[src/rtl/wm_pkg.sv]
package wm_pkg;

   localparam int unsigned NUM_CODES = 3;
   localparam int unsigned HDR_BYTES = 16;
   localparam logic [7:0]  PAT_MATCH = 8'hFA;
   localparam logic [7:0]  PAT_ANY   = 8'hCE;
   localparam logic [7:0]  ACC_WIDTH = 8'd1;

   typedef enum logic [1:0] {
      KIND_QUIET = 2'd0,
      KIND_WILD  = 2'd1,
      KIND_MATCH = 2'd2
   } kind_e;

   typedef struct packed {
      logic       act;
      logic       win;
      logic [1:0] code;
   } sel_t;

   localparam logic [8*4-1:0]  WN_MEM   = "mmio";
   localparam logic [8*6-1:0]  WN_IO    = "portio";
   localparam logic [8*10-1:0] KN_QUIET = "no-eventfd";
   localparam logic [8*16-1:0] KN_WILD  = "wildcard-eventfd";
   localparam logic [8*17-1:0] KN_MATCH = "datamatch-eventfd";

   function automatic logic [2:0] test_index(input logic win, input logic [1:0] code);
      return win ? (3'd3 + {1'b0, code}) : {1'b0, code};
   endfunction

   function automatic int kind_len(input logic [1:0] code);
      case (code)
         KIND_QUIET: return 10;
         KIND_WILD:  return 16;
         default:    return 17;
      endcase
   endfunction

   function automatic int name_len(input logic win, input logic [1:0] code);
      return (win ? 6 : 4) + 1 + kind_len(code);
   endfunction

   function automatic logic [7:0] name_byte(input logic win, input logic [1:0] code,
                                            input logic [5:0] k);
      int ki, wl, j;
      logic [7:0] b;
      ki = int'(k);
      wl = win ? 6 : 4;
      b  = 8'h00;
      if (ki < wl) begin
         if (win) b = WN_IO[8*(5-ki) +: 8];
         else     b = WN_MEM[8*(3-ki) +: 8];
      end else if (ki == wl) begin
         b = 8'h2D;
      end else begin
         j = ki - wl - 1;
         if (j < kind_len(code)) begin
            case (code)
               KIND_QUIET: b = KN_QUIET[8*(9-j) +: 8];
               KIND_WILD:  b = KN_WILD[8*(15-j) +: 8];
               default:    b = KN_MATCH[8*(16-j) +: 8];
            endcase
         end
      end
      return b;
   endfunction

endpackage

[src/rtl/wm_sel.sv]
module wm_sel
   import wm_pkg::*;
#(
   parameter int ADDR_W = 12
)(
   input  logic              clk,
   input  logic              rst_n,
   input  logic              win,
   input  logic [ADDR_W-1:0] off,
   input  logic              wr_en,
   input  logic [7:0]        wr_data,
   output sel_t              sel_q,
   output logic              start
);

   logic ctl_wr;
   logic code_ok;

   assign ctl_wr  = wr_en && (off == '0);
   assign code_ok = wr_data < 8'(NUM_CODES);
   assign start   = ctl_wr && code_ok;

   always_ff @(posedge clk or negedge rst_n) begin
      if (!rst_n) begin
         sel_q <= '0;
      end else if (ctl_wr) begin
         sel_q.act  <= code_ok;
         sel_q.win  <= win;
         sel_q.code <= wr_data[1:0];
      end
   end


   bad_code_idle_chk: assert property (@(posedge clk) disable iff (!rst_n)
      (wr_en && off == '0 && wr_data >= 8'd3) |=> !sel_q.act);


   sel_load_chk: assert property (@(posedge clk) disable iff (!rst_n)
      (wr_en && off == '0 && wr_data < 8'd3) |=>
         (sel_q.act && sel_q.code == $past(wr_data[1:0]) && sel_q.win == $past(win)));

endmodule

[src/rtl/wm_count.sv]
module wm_count
   import wm_pkg::*;
#(
   parameter int ADDR_W    = 12,
   parameter int SIZE_W    = 4,
   parameter int CNT_W     = 32,
   parameter bit NOTIFY_EN = 1'b1
)(
   input  logic              clk,
   input  logic              rst_n,
   input  sel_t              sel_q,
   input  logic              start,
   input  logic [ADDR_W-1:0] off,
   input  logic [ADDR_W-1:0] trig,
   input  logic              wr_en,
   input  logic [7:0]        wr_data,
   input  logic [SIZE_W-1:0] acc_size,
   output logic [CNT_W-1:0]  cnt_q,
   output logic              notify
);

   logic is_wild;
   logic gate_ok;
   logic hit;

   assign is_wild = sel_q.code == KIND_WILD;
   assign gate_ok = is_wild || ((acc_size == SIZE_W'(1)) && (wr_data == PAT_MATCH));
   assign hit     = wr_en && sel_q.act && (off != '0) && (off == trig) && gate_ok;

   always_ff @(posedge clk or negedge rst_n) begin
      if (!rst_n)     cnt_q <= '0;
      else if (start) cnt_q <= '0;
      else if (hit)   cnt_q <= cnt_q + CNT_W'(1);
   end

   generate
      if (NOTIFY_EN) begin : g_notify
         logic pulse_q;
         always_ff @(posedge clk or negedge rst_n) begin
            if (!rst_n) pulse_q <= 1'b0;
            else        pulse_q <= hit && (sel_q.code != KIND_QUIET);
         end
         assign notify = pulse_q;
      end else begin : g_no_notify
         assign notify = 1'b0;
      end
   endgenerate


   cnt_clear_chk: assert property (@(posedge clk) disable iff (!rst_n)
      start |=> cnt_q == '0);


   idle_hold_chk: assert property (@(posedge clk) disable iff (!rst_n)
      !wr_en |=> $stable(cnt_q));


   wild_count_chk: assert property (@(posedge clk) disable iff (!rst_n)
      (wr_en && sel_q.act && sel_q.code == KIND_WILD && off == trig && off != '0)
         |=> cnt_q == $past(cnt_q) + CNT_W'(1));


   size_gate_chk: assert property (@(posedge clk) disable iff (!rst_n)
      (wr_en && off != '0 && sel_q.code != KIND_WILD && acc_size != SIZE_W'(1))
         |=> $stable(cnt_q));


   notify_kind_chk: assert property (@(posedge clk) disable iff (!rst_n)
      notify |-> ($past(sel_q.act) && $past(sel_q.code) != KIND_QUIET));

endmodule

[src/rtl/wm_desc.sv]
module wm_desc
   import wm_pkg::*;
#(
   parameter int ADDR_W = 12,
   parameter int SIZE_W = 4,
   parameter int CNT_W  = 32
)(
   input  logic              clk,
   input  logic              rst_n,
   input  sel_t              sel_q,
   input  logic [ADDR_W-1:0] off,
   input  logic [ADDR_W-1:0] trig,
   input  logic              rd_en,
   input  logic [SIZE_W-1:0] acc_size,
   input  logic [CNT_W-1:0]  cnt_q,
   output logic [7:0]        rd_data
);

   localparam int AW1 = ADDR_W + 1;

   logic [AW1-1:0] end_pos;
   logic [AW1-1:0] desc_len;
   logic [31:0]    trig32;
   logic [31:0]    cnt32;
   logic [7:0]     pat;
   logic [7:0]     hdr_b;
   logic [7:0]     byte_d;
   logic [7:0]     rd_q;

   assign end_pos  = {1'b0, off} + AW1'(acc_size);
   assign desc_len = AW1'(HDR_BYTES + 1) + AW1'(name_len(sel_q.win, sel_q.code));
   assign trig32   = 32'(trig);
   assign cnt32    = 32'(cnt_q);
   assign pat      = (sel_q.code == KIND_WILD) ? PAT_ANY : PAT_MATCH;

   always_comb begin
      case (off[3:0])
         4'd0:    hdr_b = {5'd0, test_index(sel_q.win, sel_q.code)};
         4'd1:    hdr_b = ACC_WIDTH;
         4'd4:    hdr_b = trig32[7:0];
         4'd5:    hdr_b = trig32[15:8];
         4'd6:    hdr_b = trig32[23:16];
         4'd7:    hdr_b = trig32[31:24];
         4'd8:    hdr_b = pat;
         4'd12:   hdr_b = cnt32[7:0];
         4'd13:   hdr_b = cnt32[15:8];
         4'd14:   hdr_b = cnt32[23:16];
         4'd15:   hdr_b = cnt32[31:24];
         default: hdr_b = 8'h00;
      endcase
   end

   always_comb begin
      if (!sel_q.act || end_pos >= desc_len)
         byte_d = 8'h00;
      else if (off < ADDR_W'(HDR_BYTES))
         byte_d = hdr_b;
      else
         byte_d = name_byte(sel_q.win, sel_q.code, off[5:0] - 6'd16);
   end

   always_ff @(posedge clk or negedge rst_n) begin
      if (!rst_n)     rd_q <= 8'h00;
      else if (rd_en) rd_q <= byte_d;
   end

   assign rd_data = rd_q;


   idle_read_chk: assert property (@(posedge clk) disable iff (!rst_n)
      (rd_en && !sel_q.act) |=> rd_data == 8'h00);


   rd_hold_chk: assert property (@(posedge clk) disable iff (!rst_n)
      !rd_en |=> $stable(rd_data));


   tail_zero_chk: assert property (@(posedge clk) disable iff (!rst_n)
      (rd_en && end_pos >= desc_len) |=> rd_data == 8'h00);

endmodule

[src/rtl/wmatch_ctr.sv]
module wmatch_ctr
   import wm_pkg::*;
#(
   parameter int ADDR_W        = 12,
   parameter int SIZE_W        = 4,
   parameter int CNT_W         = 32,
   parameter int MEM_SPAN_LOG2 = 12,
   parameter int IO_SPAN_LOG2  = 8,
   parameter int MEM_BASE      = 2048,
   parameter int IO_BASE       = 128,
   parameter bit NOTIFY_EN     = 1'b1
)(
   input  logic              clk,
   input  logic              rst_n,
   input  logic              win_sel,
   input  logic [ADDR_W-1:0] addr,
   input  logic              wr_en,
   input  logic [7:0]        wr_data,
   input  logic              rd_en,
   input  logic [SIZE_W-1:0] acc_size,
   output logic [7:0]        rd_data,
   output logic              notify
);

   localparam logic [ADDR_W-1:0] MEM_MASK = ADDR_W'((64'd1 << MEM_SPAN_LOG2) - 64'd1);
   localparam logic [ADDR_W-1:0] IO_MASK  = ADDR_W'((64'd1 << IO_SPAN_LOG2) - 64'd1);

   generate
      if (MEM_SPAN_LOG2 > ADDR_W || IO_SPAN_LOG2 > ADDR_W) begin : g_bad_span
         $error("window span wider than address");
      end
      if (MEM_BASE < 1 || MEM_BASE + 3 > (1 << MEM_SPAN_LOG2)) begin : g_bad_mem_base
         $error("memory trigger offsets leave the memory window");
      end
      if (IO_BASE < 1 || IO_BASE + 6 > (1 << IO_SPAN_LOG2)) begin : g_bad_io_base
         $error("I/O trigger offsets leave the I/O window");
      end
      if (CNT_W < 1 || CNT_W > 32) begin : g_bad_cnt
         $error("counter width must be 1 to 32");
      end
      if (SIZE_W > ADDR_W || ADDR_W < 6) begin : g_bad_size
         $error("size or address width out of range");
      end
   endgenerate

   logic [ADDR_W-1:0] off;
   logic [ADDR_W-1:0] trig;
   logic [2:0]        idx;
   sel_t              sel_q;
   logic              start;
   logic [CNT_W-1:0]  cnt_q;

   assign off  = addr & (win_sel ? IO_MASK : MEM_MASK);
   assign idx  = test_index(sel_q.win, sel_q.code);
   assign trig = (sel_q.win ? ADDR_W'(IO_BASE) : ADDR_W'(MEM_BASE)) + ADDR_W'(idx);

   wm_sel #(.ADDR_W(ADDR_W)) u_sel (
      .clk     (clk),
      .rst_n   (rst_n),
      .win     (win_sel),
      .off     (off),
      .wr_en   (wr_en),
      .wr_data (wr_data),
      .sel_q   (sel_q),
      .start   (start)
   );

   wm_count #(
      .ADDR_W    (ADDR_W),
      .SIZE_W    (SIZE_W),
      .CNT_W     (CNT_W),
      .NOTIFY_EN (NOTIFY_EN)
   ) u_count (
      .clk      (clk),
      .rst_n    (rst_n),
      .sel_q    (sel_q),
      .start    (start),
      .off      (off),
      .trig     (trig),
      .wr_en    (wr_en),
      .wr_data  (wr_data),
      .acc_size (acc_size),
      .cnt_q    (cnt_q),
      .notify   (notify)
   );

   wm_desc #(
      .ADDR_W (ADDR_W),
      .SIZE_W (SIZE_W),
      .CNT_W  (CNT_W)
   ) u_desc (
      .clk      (clk),
      .rst_n    (rst_n),
      .sel_q    (sel_q),
      .off      (off),
      .trig     (trig),
      .rd_en    (rd_en),
      .acc_size (acc_size),
      .cnt_q    (cnt_q),
      .rd_data  (rd_data)
   );


   reset_quiet_chk: assert property (@(posedge clk) disable iff (!rst_n)
      !$past(rst_n) |-> !notify);


   notify_single_chk: assert property (@(posedge clk) disable iff (!rst_n)
      (notify && !wr_en) |=> !notify);

endmodule

[config.mk]
export PLATFORM = sky130hd
export DESIGN_NAME = wmatch_ctr
export DESIGN_NICKNAME = d
export VERILOG_FILES = /design/src/rtl/wm_pkg.sv /design/src/rtl/wm_sel.sv /design/src/rtl/wm_count.sv /design/src/rtl/wm_desc.sv /design/src/rtl/wmatch_ctr.sv
export SDC_FILE = /design/constraint.sdc
export NUM_CORES = 1
export LEC_CHECK = 0
export ABC_AREA = 1
export CAP_MARGIN = 20
export CORE_MARGIN = 4
export CORE_UTILIZATION = 30
export CTS_BUF_LIST = sky130_fd_sc_hd__clkbuf_4
export DETAILED_ROUTE_END_ITERATION = 6
export PLACE_DENSITY = 0.49
export SYNTH_ARGS = -nofsm -noshare
export SYNTH_HDL_FRONTEND = slang
export SYNTH_HIERARCHICAL = 1
export SYNTH_SLANG_ARGS = --single-unit
[constraint.sdc]
create_clock -name clk -period 4.75 [get_ports clk]
set_input_delay 1.1875 -clock clk [delete_from_list [all_inputs] [get_ports clk]]
set_output_delay 1.1875 -clock clk [all_outputs]
set_load 0.1 [all_outputs]
==> results.md, run 1 <==
* Clock root cell: clkbuf_4
* End of the worst hold path: u_desc/rd_data[5]
* Initial antenna violation count at 0
* Largest net degree at the start of global routing at 46
* Drt initial violations at 377
* Slew headroom at 0.346
* Cell mode on critical path: nand2_1
* Critical-path top delay cell: clkdlybuf4s50_1
* Drt total wl at 18,500 um
* Vias in the first global route at 5,841
* Unrepaired setup endpoints after global routing: false
* Share of the synthesized area in the top cell type at 0.242
* HPWL Detailed at 14,500 um
* FFs w/ async S/R, synth at 1.00
* Most frequent cell after synthesis: nand2_1
* Area of the multi-input gates at 0.00415 mm^2
* CP Data Required Time at 5090 ps
* Achievable frequency at 238 MHz
* Worst VDD drop at 0.109 mV
* Total negative slack at 0 ps
* Synth top cells by count: 374 x nand2_1, 155 x nor2_1, 125 x inv_1
* Core Box Area at 0.0189 mm^2
* Worst r2r path cells at 24
* Ys flop type: dfrtp_1
* Worst hold slack at 513 ps
* Crit share post-route at 0.883
* Placer Congestion at 0.874
* FF/Latch Area at 0.00113 mm^2
* Total setup buffers inserted after CTS at 0
* Post-synthesis cell count at 1,013
* CTS resizes at 0
* CTS tree: done
* Worst slew pin tran at 978 ps
* DRT Pass-1 Iters at 5
* CTS buffer count at 5
* Leakage at 0.00344 uW
* Ratio of cells with drive above 1 in the final layout at 0.0705
* Hold Path Class: register to register
* CTS Sinks at 45
* All-Layer GR Usage at 0.170
* CP delay by family, top: simple AND/OR/NAND/NOR gates
* YS warnings at 6
* Hold path start: u_desc/rd_data[5]
* IO Port Bufs at 37
* Ranking of synthesized cells by area: nand2_1 24%, dfrtp_1 19%, nor2_1 10%
* Clock slew at reported path FFs at 150 ps
* Starting Density at 0.307
* R2r endpoint: u_desc/rd_data[2]
* Vias per cell at 4.65
* Final clock skew at 11.9 ps
* Status: finished clean
* Final Setup Violations at 0
* Insertion delay to the later sink of the worst-skew pair at 380 ps
* Number of nets in the layout at 1,140
* Slew Limit Fails at 0
* Cell Area, Synth at 0.00581 mm^2
* Antenna-violating nets left at 0
* Pwr Density at 138 mW/mm^2
* Final hold vios at 0
* Max Cap Violations at 0
* Reg2Reg Setup Slack at 1130 ps
* Clock Tree Buf Depth at 2
* WP buf/inv at 6
* Routed vias at 6,228
* Worst setup SP type: input port
* Site Rows at 50
* Post-cts hold buffer count at 0
* CP arrival at 4530 ps
* Wirelength per Cell at 13.8 um
* Synth area leader: nand2_1
* Syn Area/Cell at 5.73 um^2
* Layout overhead on the synthesized area at 14.7%
* Grt ovf at 0
* Setup CP Type: input port to register
* Die H at 147 um
* Worst-path fanout max at 4
* Ant. Diodes at 0
* Post-synthesis register bit count at 45
* Post-route minimum period at 4190 ps
* Residual DRC count at 0
* CP max stage delay at 480 ps
* # IOs at 38
* Yosys cell types at 54
* Reg2reg start: u_sel/sel_q[2]
* Post-synth EDFFs at 0
* Layout fillers at 2,201
* Final worst slack at 556 ps
* First-pass GRT wire length at 30,400 um
* H-tree levels at 2
* Critical Path Sink Type: register
* Worst Hold Depth at 2
* Die X at 147 um
* Dpl ws at 186 ps
* Sequential fraction of the synthesis area at 0.194
* Die ar. at 0.0217 mm^2
[worst max path at each step]
stage | start | end | depth (start not counted)
3_5_place_dp | addr[1] | u_desc/rd_data[2] | 26
2_1_floorplan | addr[1] | u_desc/rd_data[2] | 25
3_3_place_gp | addr[1] | u_desc/rd_data[2] | 26
5_1_grt | addr[1] | u_desc/rd_data[2] | 26
6_report | addr[1] | u_desc/rd_data[2] | 26
4_1_cts | addr[1] | u_desc/rd_data[2] | 26
[worst min-delay path, stage by stage (launching register included)]
cell and delay (ps):
dfrtp_1 380, nand2_1 60, nand2_1 50
[metrics by stage]
step | cell area, um^2 | power (uW) | util | cells
floorplan | 5880 | 611 | - | 1033
global placement | 6600 | 721 | 0.349 | 1330
detailed placement | 6600 | 719 | 0.349 | 1330
CTS | 6660 | 932 | 0.353 | 1338
global route | 6660 | 990 | 0.353 | 1338
finish | 6660 | 919 | 0.353 | 1338
[power by group]
part	switching [uW]	internal, uW
Clock	141	63.7
Sequential	1.68	384
Combinational	212	116
Total	355	563
[flip-flops by register name, indices dropped and copies added, names as in the netlist]
| name | cells |
|---|---|
| u_count/cnt_q | 32 |
| u_count/notify | 1 |
| u_desc/rd_data | 8 |
| u_sel/sel_q | 4 |
[area by class of cell]
type,count,share of cell area
Inverter,137,0.0776
Timing Repair Buffer,53,0.0729
Multi-Input combinational cell,835,0.623
Sequential cell,45,0.169
Clock buffer,6,0.00676
Clock inverter,2,0.00225
Tap cell,260,0.0488
[per-layer routing]
layer  vias to the layer above  global-route usage  wire length (um)
li1                       3301                   -                 -
met1                      2834               0.234              8990
met2                        80               0.297              8810
met3                        13              0.0151               481
met4                         0              0.0270               200
met5                         -                   0                 0
[logic make-up after synthesis]
kind of cell               synth area share
xor gates and xnor gates             0.0196
other                              0.000646
adders and majority gates            0.0745
AOI/OAI and AO/OA                    0.0795
and+or+nand+nor                       0.527
buffers and inverters                 0.105
DFF                                   0.194
[cell usage in the layout (no fill, tap or decap), types with 6 or more instances in the layout]
cell / count
nand3_1: 92
nor2_2: 7
nand4_1: 11
a221oi_1: 8
nand2_1: 374
xor2_1: 8
conb_1: 21
dfrtp_1: 45
inv_2: 9
clkbuf_4: 6
a21oi_1: 14
nand2_2: 13
o21ai_0: 17
clkdlybuf4s50_1: 36
ha_1: 33
inv_1: 125
nor2_1: 155
nor3_1: 10
buf_4: 16
nand2_4: 10
No activity file was read; power rests on OpenSTA's default activity.
==> inputs of run 2 (changes only) <==
--- a/config.mk
+++ b/config.mk
@@ -8,10 +8,10 @@
 export ABC_AREA = 1
 export CAP_MARGIN = 20
 export CORE_MARGIN = 4
-export CORE_UTILIZATION = 30
+export CORE_UTILIZATION = 55
 export CTS_BUF_LIST = sky130_fd_sc_hd__clkbuf_4
 export DETAILED_ROUTE_END_ITERATION = 6
-export PLACE_DENSITY = 0.49
+export PLACE_DENSITY = 0.78
 export SYNTH_ARGS = -nofsm -noshare
 export SYNTH_HDL_FRONTEND = slang
 export SYNTH_HIERARCHICAL = 1
==> run 2 against run 1 <==
Net effect:
- global-route usage rose by 8.8 points
- critical path depth did not move
- routed wire length fell by 14%
- combinational power fell by 2%
- first-iteration DRC count rose by 34%
- non-clock buffer count fell by 4
==> results.md, run 2 (synthesis gave the netlist of run 1 again) <==
* CP arrival at 4480 ps (was 4530 ps)
* Hold Path Class: register to register (unchanged)
* Setup CP Type: input port to register (unchanged)
* # IOs at 38 (unchanged)
* All-Layer GR Usage at 0.258 (was 0.170)
* Slew Limit Fails at 0 (unchanged)
* Die X at 111 um (was 147 um)
* Ant. Diodes at 0 (unchanged)
* Clock Tree Buf Depth at 2 (unchanged)
* HPWL Detailed at 12,400 um (was 14,500 um)
* Ratio of cells with drive above 1 in the final layout at 0.0652 (was 0.0705)
* DRT Pass-1 Iters at 5 (unchanged)
* Die ar. at 0.0123 mm^2 (was 0.0217 mm^2)
* First-pass GRT wire length at 27,300 um (was 30,400 um)
* Total negative slack at 0 ps (unchanged)
* WP buf/inv at 6 (unchanged)
* Clock slew at reported path FFs at 140 ps (was 150 ps)
* Grt ovf at 0 (unchanged)
* Status: finished clean (unchanged)
* Layout Utilization at 0.628 (was 0.353)
* Die H at 111 um (was 147 um)
* Most common library cell in the layout ignoring fill and taps: nand2_1 (unchanged)
* Final Setup Violations at 0 (unchanged)
* Max reg flops at 32 (unchanged)
* Cell mode on critical path: nand2_1 (unchanged)
* Worst slew pin tran at 974 ps (was 978 ps)
* Total setup buffers inserted after CTS at 0 (unchanged)
* Crit share post-route at 0.878 (was 0.883)
* Routed vias at 6,430 (was 6,228)
* Placer Congestion at 0.983 (was 0.874)
* Starting Density at 0.563 (was 0.307)
* Unrepaired setup endpoints after global routing: false (unchanged)
* Site Rows at 37 (was 50)
* Insertion delay to the later sink of the worst-skew pair at 360 ps (was 380 ps)
* Drt total wl at 15,900 um (was 18,500 um)
* Drt initial violations at 506 (was 377)
* CTS tree: done (unchanged)
* Post-route minimum period at 4170 ps (was 4190 ps)
* Residual DRC count at 0 (unchanged)
* Worst-path fanout max at 4 (unchanged)
* CP delay by family, top: simple AND/OR/NAND/NOR gates (unchanged)
* Biggest register: u_count/cnt_q (unchanged)
* Number of nets in the layout at 1,136 (was 1,140)
* Wirelength per Cell at 13.1 um (was 13.8 um)
* CTS buffer count at 5 (unchanged)
* Leakage at 0.00343 uW (was 0.00344 uW)
* Pwr Density at 137 mW/mm^2 (was 138 mW/mm^2)
* Vias per cell at 5.31 (was 4.65)
* Worst VDD drop at 0.118 mV (was 0.109 mV)
* Critical Path Sink Type: register (unchanged)
* IO Port Bufs at 37 (unchanged)
* H-tree levels at 2 (unchanged)
* Slew headroom at 0.349 (was 0.346)
* Max Cap Violations at 0 (unchanged)
* CP max stage delay at 470 ps (was 480 ps)
* Initial antenna violation count at 0 (unchanged)
* Clock root cell: clkbuf_4 (unchanged)
* CTS resizes at 0 (unchanged)
* Final hold vios at 0 (unchanged)
* Vias in the first global route at 5,841 (unchanged)
* Largest net degree at the start of global routing at 46 (unchanged)
* Post-cts hold buffer count at 0 (unchanged)
* Final clock skew at 10.7 ps (was 11.9 ps)
* CTS Sinks at 45 (unchanged)
* Worst setup SP type: input port (unchanged)
* Core Box Area at 0.0103 mm^2 (was 0.0189 mm^2)
* Achievable frequency at 240 MHz (was 238 MHz)
* Antenna-violating nets left at 0 (unchanged)
* Layout overhead on the synthesized area at 11.7% (was 14.7%)
* Most frequent cells in the layout: 374 x nand2_1, 155 x nor2_1, 125 x inv_1 (unchanged)
* CP Data Required Time at 5060 ps (was 5090 ps)
* Layout fillers at 1,071 (was 2,201)
* Critical-path top delay cell: clkdlybuf4s50_1 (unchanged)
[run 2: cell types whose count changed in the layout (fill, tap and decap cells not counted), sizes merged]
cell      delta
clkinv       +3
clkinvlp     -2
clkbuf       -1
buf          -4
[run 2: cell type report]
cell class	count	area, um^2	area share
clock buffer	5	37.5	0.00579
clock inverter	3	12.5	0.00193
inverter	137	517	0.0797
multi-input combinational	835	4150	0.639
sequential	45	1130	0.174
tap	136	170	0.0262
timing repair buffer	49	475	0.0733
[run 2: where the power goes]
group / switching [uW] / internal (uW)
clock network: 129 / 53.9
logic: 206 / 117
registers: 1.52 / 384
[run 2: layer usage]
layer	GRT usage	part of all wire	wire length, um	vias up
li1	-	-	-	3291
met5	0	0	0	-
met1	0.332	0.44	6920	2864
met2	0.450	0.48	7690	234
met4	0.0887	0.029	468	0
met3	0.0246	0.052	825	41
[run 2: stage by stage]
stage / instance area [um^2] / instances / total power [uW] / setup slack [ps] / hold WS [ps]
2_1_floorplan: 5880 / 1033 / 611 / 1000 / 484
3_3_place_gp: 6410 / 1201 / 705 / 338 / 469
3_5_place_dp: 6410 / 1201 / 708 / 222 / 464
4_1_cts: 6460 / 1209 / 892 / 595 / 499
5_1_grt: 6490 / 1210 / 957 / 277 / 534
6_report: 6490 / 1210 / 890 / 582 / 495
[run 2: path summary, 6_finish.rpt]
path	to	from	slack [ps]	depth (start not counted)
setup / recovery	u_desc/rd_data[2]	addr[1]	580	26
min in group asynchronous	u_count/cnt_q[14]	rst_n	790	1
hold reg to reg	u_desc/rd_data[1]	u_desc/rd_data[1]	490	2
setup reg to reg	u_desc/rd_data[2]	u_sel/sel_q[2]	1210	24
max in group asynchronous	u_count/cnt_q[9]	rst_n	3450	2
hold / removal	u_desc/rd_data[1]	u_desc/rd_data[1]	490	2
[run 2: worst register-to-register path, cell delays in order, from the launching register on]
cell and delay [ps]:
dfrtp_1 680, ha_1 260, inv_1 60, ha_1 310, inv_2 80, nand2_1 60
nor2_2 140, nand2_4 80, inv_2 80, nand2_2 60, nand2_1 50, nand2_1 110
ha_1 340, nor2_1 220, inv_1 90, o21ai_0 140, o21ai_0 90, or2_1 210
nand3_1 80, nand2_1 50, nand2_1 50, nand2_1 40, nand2_1 60, nand2_1 80
nand2_1 70
==> inputs of run 3 (changes only) <==
--- a/config.mk
+++ b/config.mk
@@ -11,6 +11,7 @@
 export CORE_UTILIZATION = 55
 export CTS_BUF_LIST = sky130_fd_sc_hd__clkbuf_4
 export DETAILED_ROUTE_END_ITERATION = 6
+export HOLD_SLACK_MARGIN = 0.08
 export PLACE_DENSITY = 0.78
 export SYNTH_ARGS = -nofsm -noshare
 export SYNTH_HDL_FRONTEND = slang
==> results of run 3 <==
The final DEF is identical to that of run 2; final timing and power are the same.
